$ cat src/rtl/pshift_pkg.sv
package pshift_pkg;
  localparam int unsigned DATA_W = 32;
  localparam int unsigned MODE_W = 3;
  localparam int unsigned MAX_RSH = 6;
  localparam int unsigned ALT_LSH = 4;

  typedef enum logic [MODE_W-1:0] {
    PM_LSH1 = 3'b000,
    PM_PASS = 3'b001,
    PM_RSH1 = 3'b010,
    PM_RSH2 = 3'b011,
    PM_RSH3 = 3'b100,
    PM_RSH4 = 3'b101,
    PM_RSH5 = 3'b110,
    PM_RSH6 = 3'b111
  } pmode_e;

  typedef struct packed {
    logic       left;
    logic [2:0] amt;
  } shift_ctl_t;
endpackage

$ cat src/rtl/pshift_mode_reg.sv
module pshift_mode_reg
  import pshift_pkg::*;
(
  input  logic              clk,
  input  logic              rst_n,
  input  logic              we,
  input  logic [MODE_W-1:0] wdata,
  output pmode_e            mode_q
);
  pmode_e mode_d;

  always_comb begin
    mode_d = mode_q;
    if (we) mode_d = pmode_e'(wdata);
  end

  always_ff @(posedge clk or negedge rst_n) begin
    if (!rst_n) mode_q <= PM_LSH1;
    else        mode_q <= mode_d;
  end

  AST_MODE_HOLD: assert property (@(posedge clk) disable iff (!rst_n)
    !we |=> $stable(mode_q)) else $error("mode changed without write");
  AST_MODE_LOAD: assert property (@(posedge clk) disable iff (!rst_n)
    we |=> (mode_q == $past(wdata))) else $error("mode write lost");
endmodule

$ cat src/rtl/pshift_decode.sv
module pshift_decode
  import pshift_pkg::*;
(
  input  pmode_e     mode,
  input  logic       alt,
  output shift_ctl_t ctl
);
  always_comb begin
    ctl = '{left: 1'b0, amt: 3'd0};
    unique case (mode)
      PM_LSH1: ctl = '{left: 1'b1, amt: 3'd1};
      PM_PASS: ctl = '{left: 1'b0, amt: 3'd0};
      PM_RSH1: ctl = '{left: 1'b0, amt: 3'd1};
      PM_RSH2: ctl = '{left: 1'b0, amt: 3'd2};
      PM_RSH3: ctl = '{left: 1'b0, amt: 3'd3};
      PM_RSH4: ctl = alt ? '{left: 1'b1, amt: 3'(ALT_LSH)}
                         : '{left: 1'b0, amt: 3'd4};
      PM_RSH5: ctl = '{left: 1'b0, amt: 3'd5};
      PM_RSH6: ctl = '{left: 1'b0, amt: 3'd6};
      default: ctl = '{left: 1'b0, amt: 3'd0};
    endcase
  end

  always_comb begin
    AST_ALT_ONLY_101: assert (mode == PM_RSH4 || alt || !ctl.left || mode == PM_LSH1);
    AST_AMT_RANGE: assert (ctl.amt <= 3'(MAX_RSH));
  end
endmodule

$ cat src/rtl/pshift_datapath.sv
module pshift_datapath
  import pshift_pkg::*;
(
  input  shift_ctl_t         ctl,
  input  logic [DATA_W-1:0]  din,
  output logic [DATA_W-1:0]  dout
);
  localparam int unsigned NOPT = MAX_RSH + 1;
  logic [DATA_W-1:0] rsh [NOPT];
  logic [DATA_W-1:0] lsh [NOPT];

  for (genvar k = 0; k < NOPT; k++) begin : g_sh
    assign rsh[k] = $signed(din) >>> k;
    assign lsh[k] = din << k;
  end

  always_comb begin
    dout = din;
    for (int i = 0; i < NOPT; i++) begin
      if (ctl.amt == 3'(i)) dout = ctl.left ? lsh[i] : rsh[i];
    end
  end

  always_comb begin
    if (!ctl.left && ctl.amt != 3'd0)
      AST_SIGN_FILL: assert (dout[DATA_W-1] == din[DATA_W-1]);
    if (ctl.left && ctl.amt != 3'd0)
      AST_ZERO_LOW: assert (dout[0] == 1'b0);
  end
endmodule

$ cat src/rtl/pshift_unit.sv
module pshift_unit
  import pshift_pkg::*;
(
  input  logic        clk,
  input  logic        rst_n,
  input  logic        mode_we,
  input  logic [2:0]  mode_wdata,
  input  logic        alt_mode,
  input  logic [31:0] prod,
  output logic [31:0] prod_shifted
);
  pmode_e     mode_q;
  shift_ctl_t ctl;

  pshift_mode_reg u_mreg (
    .clk(clk), .rst_n(rst_n), .we(mode_we), .wdata(mode_wdata), .mode_q(mode_q)
  );
  pshift_decode u_dec (.mode(mode_q), .alt(alt_mode), .ctl(ctl));
  pshift_datapath u_dp (.ctl(ctl), .din(prod), .dout(prod_shifted));

  AST_PASS_EXACT: assert property (@(posedge clk) disable iff (!rst_n)
    (mode_q == PM_PASS) |-> (prod_shifted == prod)) else $error("pass mode altered data");
endmodule

$ cat config.mk
export PLATFORM = sky130hd
export DESIGN_NAME = pshift_unit
export DESIGN_NICKNAME = d
export VERILOG_FILES = /design/src/rtl/pshift_pkg.sv /design/src/rtl/pshift_mode_reg.sv /design/src/rtl/pshift_decode.sv /design/src/rtl/pshift_datapath.sv /design/src/rtl/pshift_unit.sv
export SDC_FILE = /design/constraint.sdc
export NUM_CORES = 1
export LEC_CHECK = 0
export CORE_AREA = 2 2 70 72
export DETAILED_ROUTE_END_ITERATION = 12
export DIE_AREA = 0 0 72 74
export DONT_BUFFER_PORTS = 1
export PLACE_DENSITY = 0.82
export SYNTH_ARGS = -nofsm -noshare
export SYNTH_HDL_FRONTEND = slang
export SYNTH_SLANG_ARGS = --single-unit
$ cat constraint.sdc
create_clock -name clk -period 1.87 [get_ports clk]
set_input_delay 0.2805 -clock clk [delete_from_list [all_inputs] [get_ports clk]]
set_output_delay 0.2805 -clock clk [all_outputs]
set_load 0.02 [all_outputs]
==> out/qor.yml <==
status:
  status: "complete, but fails checks"
  violations: "setup timing"
yosys:
  ys_seq_elements: 3
  synth_fp_nets: 431
  synth_top_cell_by_area: "mux2i_1"
  yosysTopAreaCellShare: 0.279
  syn_area_per_cell_um2: 6.77
  synth_edf_count: 0
  synth.distinct_cells: 46
  synth_cells: 392
  syn-cell-area_mm2: 0.00265
  synthTopCellsByArea: "mux2i_1 (28%), nand2_1 (7.1%), o22ai_1 (5.9%)"
  yosys_warnings: 0
  synth_flop_cell: "dfrtp_1"
  ys_seq_area_frac: 0.0283
  ys_async_sr_fraction: 1.00
global_route:
  grt_pass1_wl_mm: 17.9
  grt_pass1_vias: 3502
  track_usage: 0.423
  grt_overflow: 0
  antenna_found_initial: 0
  grt_start_max_net_pins: 38
timing:
  maxSlewViolCount: 0
  rsz0062_at_grt: "yes"
  max_freq_ghz: 0.439
  worst_pin_slew_ns: 0.341
  skew_ns: 0
  fin_crit_ns: 2.28
  fin_crit_sh: 1.22
  setup_viol: 32
  finalHoldViolations: 0
  slew_headroom: 0.766
  setup_ws_ns: -0.410
finish:
  largest_register_ffs: 3
  largest-register: "u_mreg.mode_q"
  fin_util: 0.838
  antenna_cells: 0
  finalNonFillerCells: 480
  final_net_count: 466
  reg.largest.list: "u_mreg.mode_q (3)"
  syn_to_final_growth_pct: 45.2
  drive_gt1_frac: 0.376
power_and_ir_drop:
  p_per_area_mw_per_mm2: 538
  p_leak_nw: 1.63
  finalPower_mw: 2.07
  peakVddDrop_uv: 494
placement:
  dp_hpwl_mm: 6.37
  place_inst: 445
  io_buffer_count: 0
  place_congestion: 1.08
worst_setup_path:
  path_class: "reg2out"
  cp.required_ns: 1.59
  crit_slowest_cell: "dfrtp_2"
  startpoint_type: "flop"
  crit_buf_inv: 3
  path_cells: "buf_6 -> buf_6 -> nand2b_1 -> a211oi_1 -> o21ai_1 -> o21ai_1 -> buf_4"
  arrival_ns: 2.00
  cpLargestDelayFamily: "compound AO/OA/AOI/OAI gates"
  endpoint_kind: "primary output"
  crit_fanout: 7
  max_stage_delay_ns: 0.49
drt:
  routed_wl_mm: 13.7
  drtIter0Drc: 790
  highest_layer: "met4"
  wl_per_cell_um: 28.5
  drc: 0
  wl_met3_mm: 2.01
  vias: 3989
  vias_per_cell: 8.31
  ant_nets: 0
  dr.pass1.iters: 6
  wl_met1_mm: 4.51
  wl_met2_mm: 5.91
die:
  fp.coreArea_mm2: 0.00460
  die_h_um: 74
  dieArea_mm2: 0.00533
  start_util: 0.577
  num_rows: 25
  die_w_um: 72
  pin_count: 71
clocking:
  cts_buffers: 3
  cts.sinks: 3
  cts-htree-levels: 1
  cts_tree: "done"
  clockRootBuffer: "clkbuf_8"
  clk_path_buf_depth: 2
  clk_pin_slew_worst_paths_ns: 0.04
  clock_latency_ns: 0.23
job:
  drv_cap: 0
hold_path:
  min_path_type: "in2reg"
[synth_stat cells (8+ instances only)]
cell and count:
nor2_1 22, nor2b_1 8, o21ai_0 22, o22ai_1 25
nand2_1 50, buf_4 11, a21oi_1 29, o21ai_1 29
mux2i_1 74, clkbuf_1 10, nand2b_1 8, buf_2 23
[worst paths after layout]
check,from,endpoint,slack [ns],cells past startpoint
min,mode_we,u_mreg.mode_q[0],0.14,1
max,u_mreg.mode_q[1],prod_shifted[22],-0.41,7
min in group asynchronous,rst_n,u_mreg.mode_q[0],0.31,1
max reg2reg,u_mreg.mode_q[0],u_mreg.mode_q[0],0.68,4
min reg2reg,u_mreg.mode_q[1],u_mreg.mode_q[1],1.00,3
max in group asynchronous,rst_n,u_mreg.mode_q[0],1.38,1
[layout make-up]
class	instances	area [um^2]
Multi-Input combinational cell	331	2640
Fill cell	210	747
Tap cell	54	67.6
Sequential cell	3	81.3
Inverter	6	41.3
Clock buffer	4	45.0
Timing Repair Buffer	82	978
[cells by family (layout without fill, tap and decap cells)]
group | after synthesis | in the layout | share of synthesized area
compound gates | 147 | 147 | 0.344
mux | 83 | 83 | 0.340
buf+inv | 58 | 92 | 0.118
simple gates | 101 | 101 | 0.169
flops | 3 | 3 | 0.0283
[worst reg2reg max path, delay by kind of cell, from the launching register on]
kind | cells | cell delay (ns)
DFF | 1 | 0.56
AOI/OAI and AO/OA | 1 | 0.09
buffers and inverters | 3 | 0.42
[through the flow]
step                      setup TNS, ns  setup slack, ns  cell area, um^2  hold slack (ns)
after global routing              -8.13           -0.516             3850            0.142
after floorplan                       0           0.0354             2650          -0.0151
after CTS                         -3.08           -0.150             3450            0.144
final                             -6.94           -0.410             3850            0.144
after global placement                0           0.0880             2880          -0.0150
after detailed placement              0           0.0616             2880          -0.0150
[what timing repair did]
action / in CTS / in global routing
setup endpoints to repair: 31 / 32
gates cloned: 6 / 3
gates resized for setup: 59 / 70
pin swaps: 12 / 24
buffers inserted: 16 / 6
hold buffers: 1 / 0
hold endpoints to repair: 3 / 0
[power breakdown]
part	internal (mW)	switching [mW]
combinational	0.822	0.934
sequential	0.0732	0.0252
clock	0.148	0.0673
[per-layer routing]
| metal | GRT usage | up-vias |
|---|---|---|
| li1 | - | 1532 |
| met1 | 0.545 | 1804 |
| met2 | 0.690 | 486 |
| met3 | 0.0745 | 167 |
| met4 | 0.201 | 0 |
| met5 | 0 | - |
[placed cells by master (no fill, tap or decap), drive strengths merged, types with 2 or more instances in the layout]
master,Yosys,routed
mux2,4,4
a2bb2oi,3,3
o31ai,3,3
a31o,2,2
nor2,22,22
o211ai,7,7
a21oi,29,29
buf,40,78
mux4,5,5
o221ai,4,4
o22ai,25,25
o211a,2,2
a211oi,3,3
o21ai,51,51
clkbuf,12,7
nand3,6,6
dfrtp,3,3
nand2b,8,8
a311oi,3,3
a221oi,2,2
nor2b,8,8
nor3b,3,3
nand2,51,51
a31oi,4,4
inv,6,6
mux2i,74,74
Power figures use the tool's default switching activity.
